File: config.mk
export PLATFORM = sky130hd
export DESIGN_NAME = pwm_shadow_gen
export DESIGN_NICKNAME = d
export VERILOG_FILES = /design/src/rtl/pwm_shadow_pkg.sv /design/src/rtl/pwm_cfg_reg.sv /design/src/rtl/pwm_phase_acc.sv /design/src/rtl/pwm_active_set.sv /design/src/rtl/pwm_duty_cmp.sv /design/src/rtl/pwm_shadow_gen.sv
export SDC_FILE = /design/constraint.sdc
export NUM_CORES = 1
export LEC_CHECK = 0
export BUFFER_PORTS_ARGS = -buffer_cell sky130_fd_sc_hd__buf_4
export CORE_AREA = 2 2 83 85
export CTS_CLUSTER_SIZE = 14
export DETAILED_ROUTE_END_ITERATION = 16
export DIE_AREA = 0 0 85 87
export PLACE_DENSITY = 0.66
export REMOVE_ABC_BUFFERS = 1
export SKIP_LAST_GASP = 1
export SLEW_MARGIN = 20
export SYNTH_ARGS = -nofsm -noshare
export SYNTH_HDL_FRONTEND = slang
export SYNTH_SLANG_ARGS = --single-unit
export TNS_END_PERCENT = 1
File: constraint.sdc
create_clock -name clk -period 2.9 [get_ports clk]
set_input_delay 0.29 -clock clk [delete_from_list [all_inputs] [get_ports clk]]
set_output_delay 0.29 -clock clk [all_outputs]
set_load 0.02 [all_outputs]
File: src/rtl/pwm_shadow_pkg.sv
package pwm_shadow_pkg;
  localparam int EN_BIT  = 31;
  localparam int UPD_BIT = 30;
  localparam int INC_LSB = 8;
  localparam int DUTY_W  = 8;

  // The duty field is stored inverted: the on-time threshold is its complement from 255.
  function automatic logic [DUTY_W-1:0] duty_to_thr(input logic [DUTY_W-1:0] fld);
    return {DUTY_W{1'b1}} - fld;
  endfunction
endpackage

File: src/rtl/pwm_cfg_reg.sv
module pwm_cfg_reg
  import pwm_shadow_pkg::*;
#(
  parameter int BASE_BITS = 10
) (
  input  logic                 clk,
  input  logic                 rst_n,
  input  logic                 wr_i,
  input  logic [31:0]          wdata_i,
  input  logic                 commit_i,
  output logic                 en_o,
  output logic                 upd_o,
  output logic [BASE_BITS-1:0] stg_inc_o,
  output logic [DUTY_W-1:0]    stg_duty_o,
  output logic [31:0]          rdata_o
);
  logic                 en_q, en_d;
  logic                 upd_q, upd_d;
  logic [BASE_BITS-1:0] inc_q, inc_d;
  logic [DUTY_W-1:0]    duty_q, duty_d;
  logic                 wr_take;

  // A write is accepted only when no update is pending.
  assign wr_take = wr_i & ~upd_q;

  always_comb begin
    en_d   = en_q;
    upd_d  = upd_q;
    inc_d  = inc_q;
    duty_d = duty_q;
    if (wr_take) begin
      en_d   = wdata_i[EN_BIT];
      upd_d  = wdata_i[UPD_BIT];
      inc_d  = wdata_i[INC_LSB +: BASE_BITS];
      duty_d = wdata_i[DUTY_W-1:0];
    end else if (commit_i) begin
      upd_d  = 1'b0;
    end
  end

  always_ff @(posedge clk or negedge rst_n) begin
    if (!rst_n) begin
      en_q   <= 1'b0;
      upd_q  <= 1'b0;
      inc_q  <= '0;
      duty_q <= '0;
    end else begin
      en_q   <= en_d;
      upd_q  <= upd_d;
      inc_q  <= inc_d;
      duty_q <= duty_d;
    end
  end

  always_comb begin
    rdata_o                         = '0;
    rdata_o[EN_BIT]                 = en_q;
    rdata_o[UPD_BIT]                = upd_q;
    rdata_o[INC_LSB +: BASE_BITS]   = inc_q;
    rdata_o[DUTY_W-1:0]             = duty_q;
  end

  assign en_o       = en_q;
  assign upd_o      = upd_q;
  assign stg_inc_o  = inc_q;
  assign stg_duty_o = duty_q;
endmodule

File: src/rtl/pwm_phase_acc.sv
module pwm_phase_acc #(
  parameter int BASE_BITS = 10
) (
  input  logic                 clk,
  input  logic                 rst_n,
  input  logic                 en_i,
  input  logic [BASE_BITS-1:0] inc_i,
  output logic [BASE_BITS-1:0] acc_o,
  output logic                 en_d_o,
  output logic                 start_o
);
  logic [BASE_BITS-1:0] acc_q, acc_d;
  logic                 en_d_q;
  logic [BASE_BITS:0]   sum;
  logic                 wrap;

  assign sum     = {1'b0, acc_q} + {1'b0, inc_i};
  assign wrap    = sum[BASE_BITS];
  assign start_o = en_i & (~en_d_q | wrap);

  always_comb begin
    if (en_i) acc_d = sum[BASE_BITS-1:0];
    else      acc_d = '0;
  end

  always_ff @(posedge clk or negedge rst_n) begin
    if (!rst_n) begin
      acc_q  <= '0;
      en_d_q <= 1'b0;
    end else begin
      acc_q  <= acc_d;
      en_d_q <= en_i;
    end
  end

  assign acc_o  = acc_q;
  assign en_d_o = en_d_q;
endmodule

File: src/rtl/pwm_active_set.sv
module pwm_active_set
  import pwm_shadow_pkg::*;
#(
  parameter int BASE_BITS = 10
) (
  input  logic                 clk,
  input  logic                 rst_n,
  input  logic                 start_i,
  input  logic                 upd_i,
  input  logic [BASE_BITS-1:0] stg_inc_i,
  input  logic [DUTY_W-1:0]    stg_duty_i,
  output logic                 commit_o,
  output logic [BASE_BITS-1:0] act_inc_o,
  output logic [DUTY_W-1:0]    act_thr_o
);
  logic [BASE_BITS-1:0] inc_q, inc_d;
  logic [DUTY_W-1:0]    thr_q, thr_d;

  assign commit_o = start_i & upd_i;

  always_comb begin
    inc_d = inc_q;
    thr_d = thr_q;
    if (commit_o) begin
      inc_d = stg_inc_i;
      thr_d = duty_to_thr(stg_duty_i);
    end
  end

  always_ff @(posedge clk or negedge rst_n) begin
    if (!rst_n) begin
      inc_q <= '0;
      thr_q <= '0;
    end else begin
      inc_q <= inc_d;
      thr_q <= thr_d;
    end
  end

  assign act_inc_o = inc_q;
  assign act_thr_o = thr_q;
endmodule

File: src/rtl/pwm_duty_cmp.sv
module pwm_duty_cmp
  import pwm_shadow_pkg::*;
#(
  parameter int BASE_BITS = 10
) (
  input  logic                 en_i,
  input  logic [BASE_BITS-1:0] acc_i,
  input  logic [DUTY_W-1:0]    thr_i,
  output logic                 pwm_o
);
  logic [DUTY_W-1:0] phase_top;

  generate
    if (BASE_BITS >= DUTY_W) begin : g_wide
      assign phase_top = acc_i[BASE_BITS-1 -: DUTY_W];
    end else begin : g_narrow
      assign phase_top = {acc_i, {(DUTY_W-BASE_BITS){1'b0}}};
    end
  endgenerate

  assign pwm_o = en_i & ((thr_i == {DUTY_W{1'b1}}) | (phase_top < thr_i));
endmodule

File: src/rtl/pwm_shadow_gen.sv
module pwm_shadow_gen
  import pwm_shadow_pkg::*;
#(
  parameter int BASE_BITS = 10
) (
  input  logic        clk,
  input  logic        rst_n,
  input  logic        cfg_wr,
  input  logic [31:0] cfg_wdata,
  output logic [31:0] cfg_rdata,
  output logic        pwm_out
);
  logic [1:0]           rst_pipe;
  logic                 rst_sync_n;
  logic                 en, upd, commit, cyc_start, en_d;
  logic [BASE_BITS-1:0] stg_inc, act_inc, acc;
  logic [DUTY_W-1:0]    stg_duty, act_thr;

  // Reset asserts asynchronously and releases on a clock edge.
  always_ff @(posedge clk or negedge rst_n) begin
    if (!rst_n) rst_pipe <= 2'b00;
    else        rst_pipe <= {rst_pipe[0], 1'b1};
  end
  assign rst_sync_n = rst_pipe[1];

  pwm_cfg_reg #(.BASE_BITS(BASE_BITS)) u_reg (
    .clk(clk), .rst_n(rst_sync_n), .wr_i(cfg_wr), .wdata_i(cfg_wdata),
    .commit_i(commit), .en_o(en), .upd_o(upd), .stg_inc_o(stg_inc),
    .stg_duty_o(stg_duty), .rdata_o(cfg_rdata)
  );

  pwm_phase_acc #(.BASE_BITS(BASE_BITS)) u_acc (
    .clk(clk), .rst_n(rst_sync_n), .en_i(en), .inc_i(act_inc),
    .acc_o(acc), .en_d_o(en_d), .start_o(cyc_start)
  );

  pwm_active_set #(.BASE_BITS(BASE_BITS)) u_act (
    .clk(clk), .rst_n(rst_sync_n), .start_i(cyc_start), .upd_i(upd),
    .stg_inc_i(stg_inc), .stg_duty_i(stg_duty), .commit_o(commit),
    .act_inc_o(act_inc), .act_thr_o(act_thr)
  );

  pwm_duty_cmp #(.BASE_BITS(BASE_BITS)) u_cmp (
    .en_i(en), .acc_i(acc), .thr_i(act_thr), .pwm_o(pwm_out)
  );
endmodule

* Word-level counts from Yosys, hierarchy flattened
Cells that the tools add are included.
Operators by class: eq/ne operators 1, order comparisons 1, $add $sub $neg 2, reduce and logical (&&, ||, !) cells 1, bitwise gates (word level) 8, muxes and demuxes 3
Operator list (number):
- $add 10x10->11 | 1
- $mux 10 | 1
- $eq 8x8->1 const B | 1
- $lt 8x8->1 | 1
- $sub 8x8->8 const A | 1
- $and 1x1->1 | 4
- $mux 1 | 2
- $not 1->1 | 2
- $or 1x1->1 | 2
- $reduce_bool 2->1 | 1
Storage, ports and cells: output and inout port bits 33, word-level logic and storage cells 25, register bits 51

* Longest topological paths before layout
depth in word-level cells 6, mapped depth 8

* Cells and area by module
A second synthesis with hierarchy kept.
Second synthesis, totals: cell total of the unflattened synthesis 243, area total of the unflattened synthesis 2906.5 um^2
By module, submodules not included:
- pwm_cfg_reg | cells an instance 77, instances 1, sequential area each 500.5 um^2, area each 1079.8 um^2
- pwm_phase_acc | cells an instance 88, instances 1, sequential area each 275.3 um^2, area each 855.8 um^2
- pwm_active_set | cells an instance 47, instances 1, sequential area each 450.4 um^2, area each 704.4 um^2
- pwm_duty_cmp | cells an instance 28, instances 1, sequential area each 0.0 um^2, area each 212.7 um^2
- pwm_shadow_gen | cells an instance 3, instances 1, sequential area each 50.0 um^2, area each 53.8 um^2

* Least setup slack after synthesis
OpenSTA, ideal clock, no wires.
path kind register to register, start register u_act.inc_q[0], in the netlist u_act.act_inc_o[0], end register u_act.inc_q[8], in the netlist u_act.act_inc_o[8], arrival 2.105 ns, cell stages (with the launch flop) 9, path slack 0.669 ns, cell sequence dfrtp_1 -> ha_1 -> fa_1 -> a21oi_2 -> o211ai_2 -> a21oi_2 -> o21ai_4 -> buf_8 -> mux2_4
On the way: cells in the longest elaborated chain, start to end 4
Ends and longest elaborated chain:
- from (decl) | line pwm_active_set.sv:16 | logic [BASE_BITS-1:0] inc_q, inc_d;
- from (signal assigned) | line pwm_active_set.sv:35 | inc_q <= inc_d;
- $add 10x10->11 | line pwm_phase_acc.sv:17 | assign sum = {1'b0, acc_q} + {1'b0, inc_i};
- $or 1x1->1 | line pwm_phase_acc.sv:19 | assign start_o = en_i & (~en_d_q | wrap);
- $and 1x1->1 | line pwm_phase_acc.sv:19
- $and 1x1->1 | line pwm_active_set.sv:19 | assign commit_o = start_i & upd_i;
Every way passes these cells. A chain may end at the register's enable or synchronous reset.

* Worst setup path after layout
Same ends and word-level chain as after synthesis.

==> results.json <==
{
  "status": "finished, final reports clean",
  "crit_cells": 7,
  "synth.most_common_cell": "dfrtp_1",
  "cts_tree": "done",
  "clkTransAtPathRegs_ps": 90,
  "post-route-util": 0.456,
  "ys_ff_latch": 51,
  "post_cts_buffers": 0,
  "track_usage": 0.128,
  "end_kind": "flop",
  "multi_input_area_um2": 1150,
  "netlist_instances": 206,
  "dr.pass1.iters": 4,
  "cts_buffers": 5,
  "netlist.area_leader.share": 0.500,
  "fill_cells": 624,
  "gp_congestion": 0.776,
  "hpwlAfterDp_um": 3260,
  "synthesis.area_um2": 2550,
  "dp.cells": 324,
  "synth_common_cells": "51 x dfrtp_1, 28 x mux2_2, 17 x ha_1, 14 x buf_4, 10 x inv_1",
  "cp_slowest_cell": "fa_1",
  "grt_pass1_vias": 1552,
  "grt_max_degree": 50,
  "wl_per_cell_um": 13.2,
  "root_buffer": "clkbuf_8",
  "fmax_mhz": 422,
  "slew_viol_final": 0,
  "ir_worst_vdd_v": 0.000427,
  "grt_pass1_wl_um": 7510,
  "pin_count": 68,
  "ys_types": 40,
  "via_per_inst": 4.86,
  "critical_path_buf_inv_count": 0,
  "fin_crit_sh": 0.818,
  "clockBufferDepth": 2,
  "path_class": "flop to flop",
  "netlist_top_cells_area": "dfrtp_1 50%, mux2_2 12%, ha_1 8.3%",
  "fin_setup_tns_ps": 0,
  "floorplan.initialDensity": 0.389,
  "nets": 305,
  "worstSkewPairLatency_ps": 300,
  "dieWidth_um": 85,
  "rsz0062_at_grt": "no",
  "cts_resized": 0,
  "syn_to_final_growth_pct": 17.4,
  "yosys_warnings": 0,
  "cap_viol_max_count": 0,
  "htreeDepth": 2,
  "slew-limit-headroom": 0.516,
  "powerDensity_nw_per_um2": 1190,
  "postPlaceCellArea_um2": 2900,
  "worst_slew_pin_slew_ps": 723,
  "stdcell_count": 333,
  "drive_gt1_frac": 0.340,
  "vias": 1617,
  "synth-async-reset-ratio": 1.00,
  "regToRegSetupSlack_ps": 530,
  "hp-class": "primary input to flop",
  "diodes": 0,
  "skew_ps": 1.98,
  "endpoint": "u_act.act_inc_o[8]",
  "hold_viol": 0,
  "cp_slowest_stage_delay_ps": 430,
  "cp.required_ps": 3090,
  "syn_avg_cell_area_um2": 12.4,
  "synth_top_area_cell": "dfrtp_1",
  "r2r-end": "u_act.act_inc_o[8]",
  "seqCellArea_um2": 1280,
  "crit_path_start_kind": "flop",
  "wl_um": 4400,
  "dieArea_um2": 7400,
  "drc": 0,
  "r2r_cells": 7,
  "worstPathCellList": "ha_1 > fa_1 > a21oi_2 > o211ai_2 > a21oi_2 > o21ai_4 > mux2_4",
  "leakage_nw": 1.42,
  "clock_sinks": 51,
  "period_needed_ps": 2370,
  "path_common_cell": "a21oi_2",
  "ant_nets": 0,
  "rr_startpoint": "u_act.act_inc_o[0]",
  "die_h_um": 87,
  "yosysSeqAreaShare": 0.500,
  "ys.flop_type": "dfrtp_1",
  "worst_ep_arrival_time_ps": 2560,
  "hold_buffers": 1,
  "cp_max_fo": 19,
  "grt_overflow": 0,
  "crit_start": "u_act.act_inc_o[0]",
  "antenna_found_initial": 0,
  "drt_iter0_markers": 50,
  "setup_viol": 0,
  "path_delay_family": "compound AO/OA/AOI/OAI gates",
  "final_design_area_no_fill_um2": 3000,
  "portBuffers": 43,
  "synth-edff-count": 0,
  "core_area_um2": 6570,
  "rows": 30
}
==> where the power goes <==
group	internal, W	total (W)	switching, W
registers	0.00106	0.00129	0.000234
logic	0.000929	0.00188	0.000953
clock network	0.000170	0.000392	0.000222
==> logic make-up (layout without fill, tap and decap cells) <==
kind of cell / Yosys count / in the layout / share of synthesized area
buffers and inverters: 28 / 64 / 0.0672
other: 2 / 13 / 0.00294
adders and majority gates: 18 / 18 / 0.0912
DFF: 51 / 51 / 0.500
and+or+nand+nor: 35 / 35 / 0.0770
muxes: 38 / 38 / 0.165
AOI/OAI and AO/OA: 30 / 30 / 0.0833
xor gates and xnor gates: 4 / 4 / 0.0137
==> metal layers <==
layer  global-route usage  up-vias  part of all wire
met1                0.177      781              0.47
met2                0.197       40              0.47
li1                     -      791                 -
met5                    0        -                 0
met3               0.0332        5             0.045
met4               0.0390        0             0.012
==> final cells by class <==
| class | instances | share of cell area |
|---|---|---|
| repair buffers | 46 | 0.116 |
| inverters | 10 | 0.0125 |
| multi-input cells | 138 | 0.383 |
| flip-flops and latches | 51 | 0.427 |
| clock buffers | 7 | 0.0255 |
| well taps | 80 | 0.0334 |
| clock inverters | 1 | 0.00167 |
==> sequential cells by signal (all words and copies together) (netlist names) <==
register,cells
u_act.act_inc_o,10
u_acc.en_d_o,1
u_reg.en_o,1
u_reg.stg_duty_o,8
u_act.act_thr_o,8
rst_pipe,2
u_acc.acc_o,10
u_reg.upd_o,1
u_reg.stg_inc_o,10
==> worst min-delay path by stage <==
stage	end	depth (start not counted)	start
after floorplan	rst_pipe[0]	0	rst_n
after global placement	rst_pipe[0]	1	rst_n
after global routing	u_reg.stg_duty_o[7]	2	cfg_wdata[7]
final	u_reg.stg_inc_o[8]	2	cfg_wdata[16]
after CTS	u_reg.stg_duty_o[3]	2	cfg_wdata[3]
after detailed placement	rst_pipe[0]	1	rst_n
==> stage by stage <==
step / hold WS, ps / setup WS [ps] / power, W
after floorplan: -5.59 / 733 / 0.00263
after global placement: 72.4 / 525 / 0.00316
after detailed placement: 74.5 / 537 / 0.00322
after CTS: 208 / 508 / 0.00363
after global routing: 203 / 392 / 0.00388
final: 216 / 529 / 0.00357
==> cells in the final DEF, fill, tap and decap left out, drive strengths merged, types with 2 or more instances in the layout <==
cell,synthesis,routed
ha,17,17
inv,10,10
buf,17,45
clkbuf,1,7
nor2b,2,2
nand4,4,4
a21o,4,4
o211ai,2,2
dfrtp,51,51
a211oi,3,3
nor2,3,3
nand3,5,5
mux2,29,29
nand2,5,5
o21ai,10,10
a21oi,6,6
and2,6,6
xnor2,3,3
nand2b,4,4
mux2i,9,9
conb,2,13
Power figures use the tool's default switching activity.
